<file path="config.mk">
export PLATFORM = sky130hd
export DESIGN_NAME = ddfs_pm_phase
export DESIGN_NICKNAME = d
export VERILOG_FILES = /design/src/rtl/ddfs_phase_pkg.sv /design/src/rtl/ddfs_fcw_table.sv /design/src/rtl/ddfs_chan_sel.sv /design/src/rtl/ddfs_phase_accum.sv /design/src/rtl/ddfs_mod_inject.sv /design/src/rtl/ddfs_pm_phase.sv
export SDC_FILE = /design/constraint.sdc
export NUM_CORES = 1
export LEC_CHECK = 0
export BUFFER_PORTS_ARGS = -buffer_cell sky130_fd_sc_hd__buf_2
export CAP_MARGIN = 20
export CORE_MARGIN = 2
export CORE_UTILIZATION = 29
export CTS_CLUSTER_SIZE = 16
export DETAILED_ROUTE_END_ITERATION = 6
export PLACE_DENSITY_LB_ADDON = 0.08
export SYNTH_ARGS = -nofsm -noshare
export SYNTH_HDL_FRONTEND = slang
export SYNTH_HIERARCHICAL = 1
export SYNTH_SLANG_ARGS = --single-unit
export TNS_END_PERCENT = 30
</file>
<file path="constraint.sdc">
create_clock -name clk -period 3.8 [get_ports clk]
set_input_delay 0.76 -clock clk [delete_from_list [all_inputs] [get_ports clk]]
set_output_delay 0.76 -clock clk [all_outputs]
set_load 0.05 [all_outputs]
</file>
<file path="src/rtl/ddfs_phase_pkg.sv">
`timescale 1ns/1ps
package ddfs_phase_pkg;

  // Nearest-integer control word for a tone of freq_hz at clock clk_hz
  // with an acc_w-bit accumulator.
  function automatic logic [63:0] fcw_calc(input int unsigned acc_w,
                                           input longint unsigned clk_hz,
                                           input longint unsigned freq_hz);
    logic [63:0] num;
    num = (64'(freq_hz) << acc_w) + 64'(clk_hz / 2);
    return num / 64'(clk_hz);
  endfunction

  // Tone frequency of channel k.
  function automatic longint unsigned chan_freq(input longint unsigned base_hz,
                                                input longint unsigned step_hz,
                                                input int unsigned k);
    return base_hz + step_hz * longint'(k);
  endfunction

endpackage

</file>
<file path="src/rtl/ddfs_fcw_table.sv">
`timescale 1ns/1ps
module ddfs_fcw_table #(
  parameter int          ACC_W   = 32,
  parameter int          NUM_CH  = 25,
  parameter longint      CLK_HZ  = 26_000_000,
  parameter longint      BASE_HZ = 5_000_000,
  parameter longint      STEP_HZ = 200_000,
  localparam int         CH_W    = $clog2(NUM_CH)
) (
  input  logic [CH_W-1:0]  chan,
  output logic [ACC_W-1:0] step
);
  import ddfs_phase_pkg::*;

  logic [ACC_W-1:0] tbl [NUM_CH];

  for (genvar k = 0; k < NUM_CH; k++) begin : g_ent
    localparam logic [63:0] WORD =
      fcw_calc(ACC_W, CLK_HZ, chan_freq(BASE_HZ, STEP_HZ, k));
    assign tbl[k] = WORD[ACC_W-1:0];
  end

  always_comb begin
    step = '0;
    for (int k = 0; k < NUM_CH; k++) begin
      if (chan == CH_W'(k)) step = tbl[k];
    end
  end
endmodule

</file>
<file path="src/rtl/ddfs_chan_sel.sv">
`timescale 1ns/1ps
module ddfs_chan_sel #(
  parameter  int NUM_CH = 25,
  localparam int CH_W   = $clog2(NUM_CH)
) (
  input  logic            clk,
  input  logic            rst_n,
  input  logic            sel,
  input  logic [CH_W-1:0] chan_req,
  output logic            idx_ok,
  output logic [CH_W-1:0] chan_q
);
  assign idx_ok = ({1'b0, chan_req} < (CH_W+1)'(NUM_CH));

  always_ff @(posedge clk) begin
    if (!rst_n)              chan_q <= '0;
    else if (sel && idx_ok)  chan_q <= chan_req;
  end
endmodule

</file>
<file path="src/rtl/ddfs_phase_accum.sv">
`timescale 1ns/1ps
module ddfs_phase_accum #(
  parameter int ACC_W = 32
) (
  input  logic             clk,
  input  logic             rst_n,
  input  logic [ACC_W-1:0] step,
  output logic [ACC_W-1:0] acc_q
);
  function automatic logic [ACC_W-1:0] wrap_add(input logic [ACC_W-1:0] a,
                                                input logic [ACC_W-1:0] b);
    return a + b;
  endfunction

  always_ff @(posedge clk) begin
    if (!rst_n) acc_q <= '0;
    else        acc_q <= wrap_add(acc_q, step);
  end
endmodule

</file>
<file path="src/rtl/ddfs_mod_inject.sv">
`timescale 1ns/1ps
module ddfs_mod_inject #(
  parameter int ACC_W = 32,
  parameter int MOD_W = 12,
  parameter int OUT_W = 15
) (
  input  logic             clk,
  input  logic             rst_n,
  input  logic [ACC_W-1:0] acc,
  input  logic [MOD_W-1:0] mod,
  output logic [OUT_W-1:0] phase_q
);
  // Place the signed sample in the top MOD_W bits; two's complement
  // modulo 2^ACC_W makes this the sign-extended, shifted value.
  function automatic logic [ACC_W-1:0] align_mod(input logic [MOD_W-1:0] m);
    logic [ACC_W-1:0] r;
    r = '0;
    r[ACC_W-1 -: MOD_W] = m;
    return r;
  endfunction

  function automatic logic [OUT_W-1:0] trunc_top(input logic [ACC_W-1:0] s);
    return s[ACC_W-1 -: OUT_W];
  endfunction

  logic [ACC_W-1:0] mod_ext;
  logic [ACC_W-1:0] sum_w;

  assign mod_ext = align_mod(mod);
  assign sum_w   = acc + mod_ext;

  always_ff @(posedge clk) begin
    if (!rst_n) phase_q <= '0;
    else        phase_q <= trunc_top(sum_w);
  end
endmodule

</file>
<file path="src/rtl/ddfs_pm_phase.sv">
`timescale 1ns/1ps
module ddfs_pm_phase #(
  parameter  int     ACC_W   = 32,
  parameter  int     MOD_W   = 12,
  parameter  int     OUT_W   = 15,
  parameter  int     NUM_CH  = 25,
  parameter  longint CLK_HZ  = 26_000_000,
  parameter  longint BASE_HZ = 5_000_000,
  parameter  longint STEP_HZ = 200_000,
  localparam int     CH_W    = $clog2(NUM_CH)
) (
  input  logic             clk,
  input  logic             rst_n,
  input  logic             sel_i,
  input  logic [CH_W-1:0]  chan_i,
  input  logic [MOD_W-1:0] mod_i,
  output logic [OUT_W-1:0] phase_o
);
  logic             idx_ok;
  logic [CH_W-1:0]  chan_q;
  logic [ACC_W-1:0] step_w;
  logic [ACC_W-1:0] acc_q;

  ddfs_chan_sel #(.NUM_CH(NUM_CH)) u_sel (
    .clk(clk), .rst_n(rst_n), .sel(sel_i), .chan_req(chan_i),
    .idx_ok(idx_ok), .chan_q(chan_q)
  );

  ddfs_fcw_table #(
    .ACC_W(ACC_W), .NUM_CH(NUM_CH), .CLK_HZ(CLK_HZ),
    .BASE_HZ(BASE_HZ), .STEP_HZ(STEP_HZ)
  ) u_tbl (
    .chan(chan_q), .step(step_w)
  );

  ddfs_phase_accum #(.ACC_W(ACC_W)) u_acc (
    .clk(clk), .rst_n(rst_n), .step(step_w), .acc_q(acc_q)
  );

  ddfs_mod_inject #(.ACC_W(ACC_W), .MOD_W(MOD_W), .OUT_W(OUT_W)) u_inj (
    .clk(clk), .rst_n(rst_n), .acc(acc_q), .mod(mod_i), .phase_q(phase_o)
  );
endmodule

</file>
==> summary.txt <==
Final layout
  • # diodes: 0
  • Fillers: 1426
  • Most frequent cells in the layout: 52 x dfxtp_1, 42 x a21oi_1, 42 x nor2_1, 42 x ha_1, 38 x nand2_1
  • Util after Layout: 32.6%
  • P&R area growth vs syn: 9.67%
  • Layout cells sized above 1: approximately 14%
  • Fin cells: 662
  • Register Area: 1040 um^2
  • Most common cell after layout, fill and taps aside: dfxtp_1
  • Final-stage net count: 551
  • Final instance area: 4310 um^2
  • Multi-input logic area: 2660 um^2

Synthesis
  • Post-synth EDFFs: 0
  • Mapped Nets: 537
  • Cells after Synth: roughly 470
  • Ys flop type: dfxtp_1
  • Post-synth ARST share: 0%
  • Synthesized area per cell: 8.32 um^2
  • Post-synthesis cell area: around 3900 um^2
  • Post-synthesis cell type count: 58
  • Seq/Total Area, Yosys: between 20% and 30%
  • Seq cells post-synth: 52
  • Syn. warnings: 6

Global route
  • Gr ovfl total: 0
  • Total track usage: 15.2%
  • Largest net degree at the start of global routing: 34
  • Initial antenna violation count: 0
  • Vias in the first global route: 3344
  • First-pass GRT wire length: between 15 and 20 mm

STA
  • Tmin final: 3310 ps
  • Worst Skew: 8.37 ps
  • Final Hold Fails: 0
  • PnR worst setup slack: 489 ps
  • Worst-margin pin slew: 740 ps
  • Period Utilization, post-route: 87.1%
  • Peak Freq: 302 MHz
  • Unrepaired setup endpoints after global routing: false
  • Final setup fails: 0
  • Max-slew violations: 0
  • Hold Slack: 484 ps
  • Max_slew headroom: between 50% and 60%
  • Setup TNS: 0 ps

Worst setup path
  • Required @ worst endpoint: 4040 ps
  • Arr. time, crit path: between 3000 and 4000 ps
  • Setup Crit Path Kind: reg2reg
  • Element type at the critical path end: flip-flop
  • Startpoint Class: flip-flop
  • Peak fanout along the critical path: 5

Drt
  • Drt drc: 0
  • Vias: ~3400
  • Wire per inst: 15.9 um
  • Via/cell ratio: around 5
  • Iter 0 DRT Violations: ~120
  • Post-route ant nets: 0
  • Drt total wl: around 11 mm
  • First drt pass iteration count: 4

Floorplanning
  • Full die area: 14500 um^2
  • Num rows: 42
  • Core area: 13200 um^2
  • IO Pins: 35
  • Starting density of the core: around 30%
  • Die H: 120 um
  • Die Width: 120 um

Power and ir drop
  • Pwr Density: 770 nW/um^2
  • Worst VDD drop: between 0.2 and 0.25 mV
  • Power Total: approximately 3.3 mW
  • LEAKAGE: 1.87 nW

Place
  • Pre-CTS WS: 522 ps
  • Dpl cell area: 4160 um^2
  • Port buffer count: 34
  • Post-Place Cells: ~660
  • Post-detail-place hpwl: between 8 and 9 mm
  • GP Congestion: between 0.8 and 0.9

Clocking
  • CTS buffer count: 5
  • Num Clock Sinks: 52
  • Root Driver: clkbuf_16
  • Post-CTS Hold Buffers: 0
  • Clock-pin slew on the worst setup and hold paths: 70 ps
  • Post-CTS setup buffer count: 0
  • CTS tree: built
  • Post-CTS resize count: 0
  • Max clock buf depth: 2
  • H-tree depth: 2
  • Worst-skew pair later-pin latency: about 300 ps

Worst hold path
  • Hold Path Class: reg2reg

Flow run
  • Max-cap violations: 0

Run status
  • Status: finished clean
worst max-delay path, stage by stage, from the launching register on:
cell      delay, ps
dfxtp_1         430
and2_4          210
inv_1            90
and2_1          250
fa_1            480
a211o_1         350
a211o_1         300
nand2_1         120
o211ai_1        200
a31o_2          340
a221oi_2        270
mux2i_1         200
worst paths after layout:
kind | start | endpoint | slack [ps] | cells past startpoint
setup / recovery | u_sel/chan_q[4] | u_acc/acc_q[28] | 490 | 11
hold / removal | u_acc/acc_q[18] | u_inj/phase_q[1] | 480 | 1
setup reg to reg | u_sel/chan_q[4] | u_acc/acc_q[28] | 490 | 11
hold reg to reg | u_acc/acc_q[18] | u_inj/phase_q[1] | 480 | 1
Yosys cell counts, types with 6 or more instances:
| library cell | instances | area, um^2 |
|---|---|---|
| dfxtp_1 | 52 | 1040 |
| and2_1 | 19 | 119 |
| buf_4 | 20 | 150 |
| inv_1 | 11 | 41.3 |
| a21oi_1 | 42 | 210 |
| nand2_1 | 38 | 143 |
| ha_1 | 42 | 526 |
| nor3_1 | 12 | 60.1 |
| nand2b_1 | 8 | 50.1 |
| xnor2_1 | 12 | 105 |
| a211oi_1 | 6 | 45.0 |
| nor2_1 | 42 | 158 |
| mux2i_1 | 6 | 60.1 |
| o21ai_0 | 16 | 80.1 |
| a31oi_1 | 9 | 56.3 |
| nand4_1 | 6 | 37.5 |
| nand3_1 | 11 | 55.1 |
| o21a_1 | 9 | 67.6 |
| a21o_1 | 9 | 67.6 |
| xor2_1 | 12 | 105 |
| clkbuf_1 | 10 | 37.5 |
| o21ai_1 | 13 | 65.1 |
layout make-up:
cell class                      instances  area share, %
Inverter                               11          0.957
Sequential cell                        52           24.1
Multi-Input combinational cell        380           61.7
Tap cell                              176           5.10
Clock buffer                            5           2.90
Clock inverter                          1          0.696
Timing Repair Buffer                   37           4.47
sequential cells by signal, summed over array words and instances (netlist names):
name / count
u_acc/acc_q: 32
u_inj/phase_q: 15
u_sel/chan_q: 5
power by group:
| group | leakage (nW) | switching (mW) | internal [mW] |
|---|---|---|---|
| sequential | 0.433 | 0.0976 | 0.739 |
| clock | 0.0757 | 0.209 | 0.304 |
| combinational | 1.37 | 1.24 | 0.732 |
metal layers:
layer  global-route usage [%]  part of all wire (%)  vias to the layer above
li1                         -                     -                     1727
met1                     19.4                    47                     1584
met2                     26.5                    49                       57
met3                     2.64                   3.5                       14
met4                     3.71                   1.2                        0
met5                        0                     0                        -
kinds of logic after synthesis:
logic type	Yosys count	share of synthesized area [%]
AND/OR/NAND/NOR	163	20.7
AO/OA/AOI/OAI	141	25.3
flip-flops	52	26.5
adder cells (fa/ha/maj)	44	14.4
buffers and inverters	41	5.82
XOR/XNOR	24	5.34
multiplexers	7	1.81
other	1	0.0953
No activity file was read; power rests on OpenSTA's default activity.
